`config.mk`:
```
export PLATFORM = sky130hd
export DESIGN_NAME = key_policy_gate
export DESIGN_NICKNAME = d
export VERILOG_FILES = /design/src/rtl/key_policy_gate.sv
export SDC_FILE = /design/constraint.sdc
export NUM_CORES = 1
export LEC_CHECK = 0
export ABC_AREA = 1
export BUFFER_PORTS_ARGS = -buffer_cell sky130_fd_sc_hd__buf_2
export CORE_ASPECT_RATIO = 0.8
export CORE_MARGIN = 2
export CORE_UTILIZATION = 50
export DETAILED_ROUTE_END_ITERATION = 8
export PLACE_DENSITY = 0.73
export REMOVE_ABC_BUFFERS = 1
export SETUP_SLACK_MARGIN = 0.05
export SLEW_MARGIN = 25
export SYNTH_ARGS = -nofsm -noshare
export SYNTH_HDL_FRONTEND = slang
export SYNTH_SLANG_ARGS = --single-unit
```
`constraint.sdc`:
```
create_clock -name clk -period 2.9 [get_ports clk]
set_input_delay 0.435 -clock clk [delete_from_list [all_inputs] [get_ports clk]]
set_output_delay 0.435 -clock clk [all_outputs]
set_load 0.02 [all_outputs]
```
`src/rtl/key_policy_gate.sv`:
```
module key_policy_gate #(
  parameter int NUM_SLOTS = 6,
  parameter int CNT_W     = 8,
  localparam int SLOT_W   = (NUM_SLOTS > 1) ? $clog2(NUM_SLOTS) : 1
) (
  input  logic              clk,
  input  logic              rst_n,
  input  logic              req_valid,
  input  logic [SLOT_W-1:0] req_slot,
  input  logic [1:0]        req_op,
  input  logic [4:0]        req_policy,
  input  logic [CNT_W-1:0]  req_cap,
  output logic              rsp_grant,
  output logic              rsp_deny,
  output logic [2:0]        rsp_reason,
  output logic              xfer_en,
  output logic [SLOT_W-1:0] xfer_slot,
  output logic [1:0]        xfer_op
);
  localparam logic [1:0] OP_SIGN = 2'd0, OP_DECAP = 2'd1, OP_EXPORT = 2'd2, OP_PROV = 2'd3;
  localparam logic [2:0] RS_OK = 3'd0, RS_NOPROV = 3'd1, RS_WRONG = 3'd2, RS_NOEXP = 3'd3,
                         RS_EXH = 3'd4, RS_NOOVR = 3'd5, RS_BADSLOT = 3'd6;
  localparam logic [SLOT_W:0] SLOT_LIMIT = (SLOT_W+1)'(NUM_SLOTS);

  logic [4:0]       pol_q  [NUM_SLOTS];
  logic [CNT_W-1:0] cnt_q  [NUM_SLOTS];
  logic             lock_q [NUM_SLOTS];

  wire              in_rng = {1'b0, req_slot} < SLOT_LIMIT;
  wire [SLOT_W-1:0] idx    = in_rng ? req_slot : '0;
  wire [4:0]        cur_pol  = pol_q[idx];
  wire [CNT_W-1:0]  cur_cnt  = cnt_q[idx];
  wire              cur_lock = lock_q[idx];
  wire              is_prov  = (req_op == OP_PROV);

  logic [2:0] reason_d;
  always_comb begin
    reason_d = RS_OK;
    if (!in_rng)
      reason_d = RS_BADSLOT;
    else if (is_prov)
      reason_d = (cur_lock && cur_pol[3]) ? RS_NOOVR : RS_OK;
    else if (!cur_lock)
      reason_d = RS_NOPROV;
    else if ((req_op == OP_SIGN   && cur_pol[1]) ||
             (req_op == OP_DECAP  && cur_pol[0]) ||
             (req_op == OP_EXPORT && |cur_pol[1:0]))
      reason_d = RS_WRONG;
    else if (req_op == OP_EXPORT && cur_pol[2])
      reason_d = RS_NOEXP;
    else if (cur_pol[4] && cur_cnt == '0)
      reason_d = RS_EXH;
  end

  wire grant_d = req_valid && (reason_d == RS_OK);

  for (genvar i = 0; i < NUM_SLOTS; i++) begin : g_slot
    wire hit = grant_d && (idx == SLOT_W'(i));
    always_ff @(posedge clk) begin
      if (!rst_n) begin
        pol_q[i]  <= '0;
        cnt_q[i]  <= '0;
        lock_q[i] <= 1'b0;
      end else if (hit) begin
        if (is_prov && !lock_q[i]) begin
          pol_q[i]  <= req_policy;
          cnt_q[i]  <= req_cap;
          lock_q[i] <= 1'b1;
        end else if (!is_prov && pol_q[i][4]) begin
          cnt_q[i] <= cnt_q[i] - 1'b1;
        end
      end
    end


    lock_sticky_chk: assert property (@(posedge clk) disable iff (!rst_n)
      lock_q[i] |=> lock_q[i]);

    policy_frozen_chk: assert property (@(posedge clk) disable iff (!rst_n)
      lock_q[i] |=> $stable(pol_q[i]));

    count_no_rise_chk: assert property (@(posedge clk) disable iff (!rst_n)
      lock_q[i] |=> (cnt_q[i] <= $past(cnt_q[i])));

    deny_no_effect_chk: assert property (@(posedge clk) disable iff (!rst_n)
      rsp_deny |-> ($stable(cnt_q[i]) && $stable(pol_q[i]) && $stable(lock_q[i])));
  end

  always_ff @(posedge clk) begin
    if (!rst_n) begin
      rsp_grant  <= 1'b0;
      rsp_deny   <= 1'b0;
      rsp_reason <= RS_OK;
      xfer_en    <= 1'b0;
      xfer_slot  <= '0;
      xfer_op    <= OP_SIGN;
    end else begin
      rsp_grant  <= grant_d;
      rsp_deny   <= req_valid && !grant_d;
      rsp_reason <= req_valid ? reason_d : RS_OK;
      xfer_en    <= grant_d;
      if (grant_d) begin
        xfer_slot <= req_slot;
        xfer_op   <= req_op;
      end
    end
  end


  one_response_chk: assert property (@(posedge clk) disable iff (!rst_n)
    req_valid |=> (rsp_grant != rsp_deny));

  no_spurious_rsp_chk: assert property (@(posedge clk) disable iff (!rst_n)
    !req_valid |=> (!rsp_grant && !rsp_deny));

  bad_slot_deny_chk: assert property (@(posedge clk) disable iff (!rst_n)
    (req_valid && !in_rng) |=> (rsp_deny && rsp_reason == RS_BADSLOT));

  exhausted_block_chk: assert property (@(posedge clk) disable iff (!rst_n)
    (req_valid && in_rng && !is_prov && cur_lock && cur_pol[4] && cur_cnt == '0) |=> !rsp_grant);

  xfer_match_chk: assert property (@(posedge clk) disable iff (!rst_n)
    xfer_en |-> (rsp_grant && xfer_slot == $past(req_slot) && xfer_op == $past(req_op)));
endmodule

```
* Word level (Yosys, flattened, before mapping)
Memories as Yosys holds them, arrays and structs flattened. Cells that the tools add are included.
Cells by class: add/subtract/negate cells 6, order comparisons 1, equal/unequal tests 8, mux-type cells 87, bitwise logic cells 24, reduce and logical (&&, ||, !) cells 42
Operators with widths (count):
- $mux W8 | 12
- $mux W1 | 61
- $sub A8 B1 Y8 const B | 6
- $mux W5 | 6
- $logic_and A1 B1 Y1 | 26
- $mux W3 | 8
- $or A1 B1 Y1 | 24
- $logic_not A1 Y1 | 8
- $logic_not A8 Y1 | 1
- $eq A3 B2 Y1 const B | 2
- $eq A3 B3 Y1 const B | 2
- $logic_not A3 Y1 | 2
- $eq A2 B2 Y1 const B | 2
- $eq A3 B1 Y1 const B | 1
- $lt A3 B3 Y1 const B | 1
- $eq A2 B1 Y1 const B | 1
- $logic_not A2 Y1 | 1
- $logic_or A1 B1 Y1 | 2
- $reduce_and A2 Y1 | 1
- $reduce_or A2 Y1 | 1
Storage, ports and cells: register bits after elaboration 10, bits in writable memories 84, input port bits 21, output and inout port bits 11, memories kept 3
Memories:
- cnt_q | depth 6, bits a word 8, read ports 7, clocked after Yosys merged registers in 0, wr ports 6, RTL line 26 | logic [CNT_W-1:0] cnt_q [NUM_SLOTS];
- pol_q | depth 6, bits a word 5, read ports 7, clocked after Yosys merged registers in 0, wr ports 6, RTL line 25 | logic [4:0] pol_q [NUM_SLOTS];
- lock_q | depth 6, bits a word 1, read ports 7, clocked after Yosys merged registers in 0, wr ports 6, RTL line 27 | logic lock_q [NUM_SLOTS];

* Depth between registers and ports, before layout
Gate-level depths: netlist of the first run. An unclocked memory read counts as a cell.
word-level depth 19, gate-level depth with buffers 21

* Least setup slack after synthesis of the first run
Ideal clock, no wire load.
path type input port to flip-flop, from input port req_slot[1], to memory cnt_q[4][0] (enable), data arrival time 2.342 ns, required time 2.571 ns, setup slack 0.229 ns, stages on the path 18, buffers on the path 2, path through nand2_2 -> nand2_2 -> buf_6 -> nand2_1 -> nand3_1 -> nand2_1 -> nand2_1 -> nand2_1 -> nand2_1 -> o21ai_1 -> inv_1 -> nor2_4 -> nand2_2 -> nor2_4 -> buf_6 -> nand3_4 -> nand2_1 -> or2_1
RTL lines:
- from (decl) | RTL line 9 | input logic [SLOT_W-1:0] req_slot,
- to (decl) | RTL line 26

==> out/metrics.yaml, run 1 <==
htreeDepth: 3
clock_sinks: 94
synth_edf_count: 83
ctsLongestPathBuffers: 2
setup_violations: 0
clock_skew_ns: 0.00677
hold_viol: 0
dp_hpwl_um: 9970
antenna_found_initial: 0
p_per_area_mw_per_mm2: 504
drive_above_1_share_pct: 18.1
min_period_over_period_pct: 89.9
maxCapViolCount: 0
antenna-diode-count: 0
async_flop_share_pct: 0
die_width_um: 119
cellLeakagePower_nw: 2.74
drtIter0Drc: 535
clk_pin_slew_ns: 0.07
synth_area_leaders: "edfxtp_1, nand2_1, nor2_1, inv_1, dfxtp_1"
layout_common_cells: "nand2_1, nor2_1, edfxtp_1, inv_1, nand3_1"
gp_congestion: 0.914
ant_nets: 0
synth_top_area_cell: "edfxtp_1"
via_count: 4433
cts_tree: "built"
cts_buffers: 9
cp.arrival_ns: 2.67
yosysWarnings: 0
wire_per_inst_um: 16.0
ys.flop_type: "edfxtp_1"
clk_latency_ns: 0.34
end_kind: "flip-flop"
grt_overflow: 0
rows: 33
relSlewSlack_pct: 70.0
worstPathMaxFanout: 8
synth.distinct_cells: 35
first_pass_iters: 5
hold_class: "in -> reg"
start_util_pct: 51.5
nets: 703
synth-seq-cells: 94
syn_area_mm2: 0.00530
grt_pass1_wl_um: 20700
required_ns: 2.97
syn_to_final_growth_pct: 16.2
wirelength_um: 13200
power.total_w: 0.00310
core_area_mm2: 0.0103
via_per_inst: 5.40
outcome: "complete, no violations"
grt_use_total_pct: 23.9
port_buffers: 31
io_pins: 32
clockRootBuffer: "clkbuf_16"
final_design_area_no_fill_mm2: 0.00616
seq_area_frac_synth_pct: 51.2
worst_pin_slew_ns: 0.450
fp.dieH_um: 96.1
ir_drop_mv: 0.328
syn_inst: 616
drc: 0
placed_cell_area_mm2: 0.00586
grt_setup_unrepaired: "false"
grt_max_degree: 23
drv_slew: 0
max_freq_ghz: 0.384
final_common_cell: "nand2_1"
cp-start-kind: "input port"
synth_area_per_cell_um2: 8.60
cts_hold_buffers: 0
critPathKind: "in -> reg"
grt_pass1_vias: 3979
fillers: 881
min_period_ns: 2.61
die_area_mm2: 0.0114
synth_top_area_share_pct: 47.0
layer usage:
| layer | global-route usage [%] | part of all wire (%) |
|---|---|---|
| met1 | 34.0 | 46 |
| met2 | 37.1 | 45 |
| met3 | 5.09 | 7.8 |
| met4 | 7.24 | 1.6 |
| met5 | 0 | 0 |
where the power goes:
part           switching [W]  total [W]  leakage, nW  internal (W)
registers          0.0000343    0.00156        0.950       0.00153
clock network       0.000498    0.00117        0.143      0.000667
logic               0.000249   0.000377         1.64      0.000128
total               0.000782    0.00310         2.74       0.00232
sequential cells by signal (all words and copies together), names as in the netlist:
signal	flops
pol_q	30
cnt_q	48
rsp_reason	3
rsp_deny	1
xfer_op	2
xfer_slot	3
lock_q	6
xfer_en	1
through the flow:
step / std cells / hold slack, ns / util (%) / setup WS, ns / setup TNS [ns]
2_1_floorplan: 602 / 0.443 / - / 0.184 / 0
3_3_place_gp: 805 / 0.460 / 57.0 / -0.0345 / -0.388
3_5_place_dp: 805 / 0.464 / 57.0 / -0.0662 / -1.59
5_1_grt: 821 / 0.404 / 59.9 / 0.0910 / 0
6_report: 821 / 0.388 / 59.9 / 0.293 / 0
4_1_cts: 821 / 0.373 / 59.8 / 0.291 / 0
critical path, stage by stage:
cell     delay [ns]
buf_2          0.18
buf_4          0.20
nand2_1        0.13
a21oi_1        0.13
o21ai_0        0.13
nand2_1        0.09
nand2_1        0.06
nand2_1        0.11
nor2_1         0.06
nand3_2        0.07
nand2_1        0.09
nor2_4         0.15
nand2_2        0.09
nor2_4         0.19
nand2_1        0.10
nor2_2         0.14
inv_2          0.05
nand3_1        0.11
buf_12         0.14
kinds of logic (layout without fill, tap and decap cells):
| group | count (synthesis) | in the layout | synth area share [%] |
|---|---|---|---|
| adder cells (fa/ha/maj) | 6 | 6 | 1.42 |
| AND/OR/NAND/NOR | 335 | 335 | 29.2 |
| flip-flops | 94 | 94 | 51.2 |
| XOR/XNOR | 28 | 28 | 4.63 |
| buffers and inverters | 90 | 155 | 7.08 |
| AO/OA/AOI/OAI | 63 | 63 | 6.47 |
final timing paths:
kind,cells past startpoint,slack (ns),startpoint,endpoint
setup / recovery,19,0.29,req_slot[0],cnt_q[1][6]
hold / removal,3,0.39,req_op[1],xfer_op[1]
setup reg to reg,16,0.33,cnt_q[4][2],cnt_q[4][5]
hold reg to reg,2,0.48,lock_q[4],lock_q[4]
Yosys cell counts (3+ instances only):
| cell | number |
|---|---|
| nand2_1 | 141 |
| nand3_2 | 4 |
| nor3_1 | 13 |
| buf_6 | 3 |
| nand2_2 | 9 |
| o22ai_1 | 13 |
| nand4_1 | 8 |
| xnor2_1 | 11 |
| o21ai_1 | 11 |
| inv_2 | 7 |
| inv_1 | 68 |
| ha_1 | 6 |
| edfxtp_1 | 83 |
| nor2_4 | 9 |
| nand3_1 | 44 |
| nor2_2 | 6 |
| clkbuf_1 | 3 |
| dfxtp_1 | 11 |
| xor2_1 | 17 |
| nor2_1 | 90 |
| o21ai_0 | 21 |
| buf_2 | 7 |
| a21oi_1 | 15 |
timing repair:
action	in CTS	in global routing
endpoints found under the setup margin	0	47
setup buffers	0	0
gates resized for setup	0	3
area by class of cell:
type / instances / area (um2) / share of cell area, %
clock inverter: 6 / 61.3 / 0.996
timing repair buffer: 63 / 470 / 7.64
multi-input combinational: 432 / 2220 / 36.1
tap: 140 / 175 / 2.84
sequential: 94 / 2710 / 44.1
inverter: 76 / 288 / 4.67
clock buffer: 10 / 229 / 3.72
Note: power is estimated with default switching activity, not from simulation.
==> run 2, diff against run 1 <==
CELL_PAD_IN_SITES_DETAIL_PLACEMENT = 0   (was not set)
CELL_PAD_IN_SITES_GLOBAL_PLACEMENT = 1   (was not set)
CORE_ASPECT_RATIO = not set   (was 0.8)
CORE_UTILIZATION = 47   (was 50)
PLACE_DENSITY = 0.85   (was 0.73)
==> run 2 against run 1 <==
  * Design area is 1.5% higher
  * Fmax is 0.22% higher
  * Worst setup slack better by 0.0058 ns
  * Count of clock-buffer cells in the layout is 1 higher
  * Die area is 6.1% higher
  * Combinational power is 1% higher
  * Via count is 3.0% lower
  * Clock power is 21% higher
  * Power is 8.4% higher
  * Cell count is 0.97% higher
  * Register-to-register slack hardly changed
  * Utilization is 2.8 points lower
==> out/metrics.yaml, run 2 (synthesis gave the netlist of run 1 again) <==
start_util_pct: 48.5
min_period_over_period_pct: 89.7
drtIter0Drc: 273
port_buffers: 31
required_ns: 3.09
reg.largest.list: "cnt_q x48, pol_q x30, lock_q x6"
ctsLongestPathBuffers: 2
relSlewSlack_pct: 71.6
hold_viol: 0
cp-start-kind: "input port"
largest_register: "cnt_q"
crit_chain: "buf_2 > inv_2 > nand2_2 > inv_2 > a31oi_1 > nand3_1 > and2_4 > a21boi_2 > nand2_1 > nor2_4 > nand3_4 > nor2_4 > nand3_1 > buf_4 > nor2_1"
grt_util_met3_pct: 4.94
crit_buf_inv: 4
final_common_cell: "nand2_1"
core_area_mm2: 0.0109
hold_class: "in -> reg"
die_width_um: 110
fp.dieH_um: 110
fin_cells: 829
busiest_layer: "met2"
clock_sinks: 94
ir_drop_mv: 0.224
p_per_area_mw_per_mm2: 538
drc: 0
dp_hpwl_um: 9930
cp.arrival_ns: 2.79
clockRootBuffer: "clkbuf_16"
end_kind: "flip-flop"
grt_pass1_wl_um: 20700
io_pins: 32
globalRouteMet1Util_pct: 30.2
wirelength_um: 13200
grt_setup_unrepaired: "true"
clk_pin_slew_ns: 0.07
worst_pin_slew_ns: 0.425
grt_pass1_vias: 4151
drv_slew: 0
grt_overflow: 0
die_area_mm2: 0.0121
clk_latency_ns: 0.34
gr-usage-met2_pct: 38.3
cts_hold_buffers: 0
cts_tree: "built"
dp.cells: 811
gp_congestion: 0.944
drive_above_1_share_pct: 19.0
power.total_w: 0.00336
cp_slowest_cell: "nand3_1"
htreeDepth: 3
max_freq_ghz: 0.384
setup_violations: 0
syn_to_final_growth_pct: 17.9
antenna_found_initial: 1
nets: 712
largest_reg_flops: 48
cts_buffers: 9
critPathMaxStageDelay_ns: 0.26
maxCapViolCount: 0
first_pass_iters: 4
worstPathMaxFanout: 9
grt_max_degree: 18
via_per_inst: 5.19
ant_nets: 0
grt_use_total_pct: 23.0
outcome: "complete, no violations"
critPathKind: "in -> reg"
min_period_ns: 2.60
wire_per_inst_um: 15.9
rows: 38
layout_common_cells: "nand2_1, nor2_1, edfxtp_1, inv_1, nand3_1"
cellLeakagePower_nw: 2.80
clock_skew_ns: 0.00703
cp_top_family: "simple AND/OR/NAND/NOR gates"
antenna-diode-count: 0
via_count: 4299
## run 2: area by class of cell
cell class                 count  area [um2]
multi-input combinational    432        2220
clock inverter                 4         120
sequential                    94        2710
clock buffer                  11         233
timing repair buffer          72         500
inverter                      76         288
fill                         976        4690
tap                          140         175
## run 2: through the flow
step | TNS (ns) | worst slack, ns | cell area (um2) | hold WS [ns] | util (%)
2_1_floorplan | 0 | 0.184 | 5210 | 0.443 | -
3_3_place_gp | -1.49 | -0.0830 | 5860 | 0.463 | 53.6
3_5_place_dp | -2.74 | -0.153 | 5860 | 0.465 | 53.6
4_1_cts | 0 | 0.195 | 6220 | 0.365 | 56.9
5_1_grt | 0 | 0.0396 | 6250 | 0.381 | 57.1
6_report | 0 | 0.298 | 6250 | 0.374 | 57.1
## run 2: report_power, final
group          leakage (nW)  switching (W)  internal (W)
Sequential            0.950      0.0000324       0.00153
Clock                 0.170       0.000497      0.000926
Combinational          1.68       0.000246      0.000135
## run 2: worst paths after layout
check / from / cells past startpoint / endpoint / slack, ns
worst max-delay path: req_slot[1] / 15 / pol_q[2][3] / 0.30
worst min-delay path: req_op[1] / 3 / xfer_op[1] / 0.37
worst max register to register: cnt_q[0][2] / 14 / cnt_q[4][1] / 0.32
worst min register to register: xfer_slot[0] / 2 / xfer_slot[0] / 0.47
## run 2: worst reg2reg max path: stages (launching register included)
cell and delay (ns):
edfxtp_1 0.43, nor2_1 0.14, nand2_1 0.12, nor3_1 0.34, nand3_1 0.17, nand4_1 0.15, nand3_2 0.09, nand2_1 0.11
nor2_4 0.06, nand2_2 0.09, nor2_4 0.07, buf_4 0.14, nand3_4 0.06, nand2_1 0.07, or2_4 0.30
## run 2: timing repair
action / in CTS / in global routing
buffers inserted: 0 / 3
endpoints found under the hold margin: 0 / 0
setup endpoints to repair: 0 / 29
gates resized for setup: 0 / 2
## run 2: layer usage
metal	share of wire, %	routed length, um
met3	4.9	648
met2	49	6480
met5	0	0
met4	1.5	195
met1	44	5840
==> run 3, diff against run 2 <==
clock period = 2.45 ns   (was 2.9 ns; I/O delays follow)
==> run 3 against run 2 <==
  * The flow now finishes with violations (negative setup slack)
  * First-iteration DRC count rose by 29%
  * Hold slack got worse by 0.068 ns
  * Wire length rose by 16%
  * Clock skew barely moved
  * Clock power rose by 22%
  * Global-route usage rose by 2.2 points
  * Sequential share of layout area fell by 8.0 points
  * Design area rose by 23%
  * Cell count rose by 9.5%
  * Count of clock-buffer cells in the layout fell by 1
  * Worst setup slack got worse by 0.36 ns
  * Die area did not move
  * Critical path type is now reg -> reg
  * Highest routed layer unchanged
==> out/metrics.yaml, run 3 (synthesis gave the netlist of run 1 again) <==
drive_above_1_share_pct: 41.5
cts_tree: "built"
fp.dieH_um: 110
layout_common_cells: "nand2_1, buf_4, edfxtp_1, inv_1, nor2_1"
gp_congestion: 0.915
grt_pass1_wl_um: 22700
largest_register: "cnt_q"
drtIter0Drc: 352
clock_sinks: 94
grt_max_degree: 17
drc: 0
pwr-share-comb_pct: 15.4
htreeDepth: 3
gr-usage-met2_pct: 41.0
r2r_end: "cnt_q[5][7]"
ant_nets: 0
p_per_area_mw_per_mm2: 550
min_period_over_period_pct: 103
max_freq_ghz: 0.397
r2r_cells: 14
clockRootBuffer: "clkbuf_16"
hold_class: "in -> reg"
die_width_um: 110
power_switching_w: 0.00104
wirelength_um: 15300
cts_buffers: 9
fillers: 850
reg.largest.list: "cnt_q x48, pol_q x30, lock_q x6"
nets: 790
cp-start-kind: "flip-flop"
busiest_layer: "met2"
hold_end: "xfer_op[1]"
syn_to_final_growth_pct: 44.6
violations: "negative setup slack"
p_sw_share_pct: 24.7
min_path_cells: 3
dp_hpwl_um: 10600
ir_drop_mv: 0.597
setup_violations: 42
via_count: 4837
final_design_area_no_fill_mm2: 0.00766
placed_cell_area_mm2: 0.00637
min_period_ns: 2.52
intPower_w: 0.00317
cts_hold_buffers: 0
globalRouteMet1Util_pct: 34.0
clock_skew_ns: 0.00749
pwr-share-seq_pct: 43.6
ctsLongestPathBuffers: 2
via_per_inst: 5.33
required_ns: 2.52
outcome: "finished with violations"
post-place-ws_ns: -0.379
timing.reg2reg.setup_slack_ns: -0.07
drv_slew: 0
final_common_cell: "nand2_1"
largest_reg_flops: 48
clk_pin_slew_ns: 0.07
grt_use_total_pct: 25.2
start_util_pct: 48.5
worstPathMaxFanout: 8
utilization_pct: 70.0
antenna-diode-count: 0
antenna_found_initial: 0
die_area_mm2: 0.0121
first_pass_iters: 4
cellLeakagePower_nw: 3.42
rows: 38
clk_latency_ns: 0.36
wire_per_inst_um: 16.9
critPathKind: "reg -> reg"
grt_util_met3_pct: 3.94
core_area_mm2: 0.0109
worst_pin_slew_ns: 0.515
io_pins: 32
hold_viol: 0
cp.arrival_ns: 2.59
relSlewSlack_pct: 65.6
reg2reg_from: "lock_q[0]"
fin_ws_ns: -0.0660
maxCapViolCount: 0
clockPowerShare_pct: 41.0
grt_pass1_vias: 4530
end_kind: "flip-flop"
grt_overflow: 0
grt_setup_unrepaired: "true"
port_buffers: 31
holdCritStartpoint: "req_op[1]"
-- run 3: cell types whose count changed in the layout (fill, tap and decap cells not counted), moves of 13 or more --
cell and change:
buf_4 +46, buf_6 +21, nand2_1 -31, nand2_2 +18
nor2_1 -33, nor2_2 +20, nor2_4 +13, o21ai_0 -14
o22ai_1 -13
-- run 3: worst max path at each step --
stage / start / endpoint / slack (ns) / cells after the start
2_1_floorplan: req_slot[1] / cnt_q[4][0] / -0.20 / 13
6_report: lock_q[0] / cnt_q[5][7] / -0.07 / 14
4_1_cts: lock_q[0] / cnt_q[4][6] / 0.02 / 17
3_3_place_gp: req_slot[1] / cnt_q[1][0] / -0.35 / 22
3_5_place_dp: req_slot[1] / cnt_q[4][4] / -0.38 / 18
5_1_grt: lock_q[0] / cnt_q[4][4] / -0.20 / 17
-- run 3: per-stage QoR --
step	instances	TNS, ns	hold WS, ns	total power, W
4_1_cts	893	0	0.299	0.00414
3_5_place_dp	867	-36.40	0.469	0.00240
5_1_grt	908	-14.51	0.316	0.00434
2_1_floorplan	602	-3.43	0.443	0.00214
6_report	908	-1.89	0.306	0.00422
3_3_place_gp	867	-33.92	0.451	0.00239
-- run 3: power by group through the flow --
stage | Combinational, W | Sequential [W] | Clock (W)
after global placement | 0.000516 | 0.00187 | 0
after global routing | 0.000697 | 0.00184 | 0.00180
after floorplan | 0.000252 | 0.00188 | 0
after detailed placement | 0.000524 | 0.00187 | 0
after CTS | 0.000559 | 0.00184 | 0.00174
final | 0.000647 | 0.00184 | 0.00173
-- run 3: critical path, cell delays in order (launching register included) --
cell,delay (ns)
edfxtp_1,0.43
nand2_1,0.08
nand2_1,0.05
o21ai_1,0.08
nand3_1,0.12
and2_4,0.20
a21boi_4,0.15
nand2_2,0.09
nor2_4,0.17
nand3_4,0.16
buf_6,0.16
nor2_4,0.18
nand2_2,0.13
nand3_4,0.09
buf_12,0.13
-- run 3: per-layer routing --
metal  share of wire, %  wire (um)
met3                4.8        739
met5                  0          0
met4                2.4        364
met2                 50       7690
met1                 43       6530
-- run 3: layout make-up --
class	count	area, um2	share of cell area [%]
Multi-Input combinational cell	433	2810	36.6
Clock buffer	10	229	2.99
Sequential cell	94	2710	35.4
Tap cell	140	175	2.29
Timing Repair Buffer	149	1290	16.9
Clock inverter	6	134	1.75
Inverter	76	310	4.05
-- run 3: repair_timing --
action                     in CTS  in global routing
gates cloned                    1                  2
buffers inserted                9                 14
pin swaps                       6                 33
setup endpoints to repair      82                164
gates resized for setup        30                165
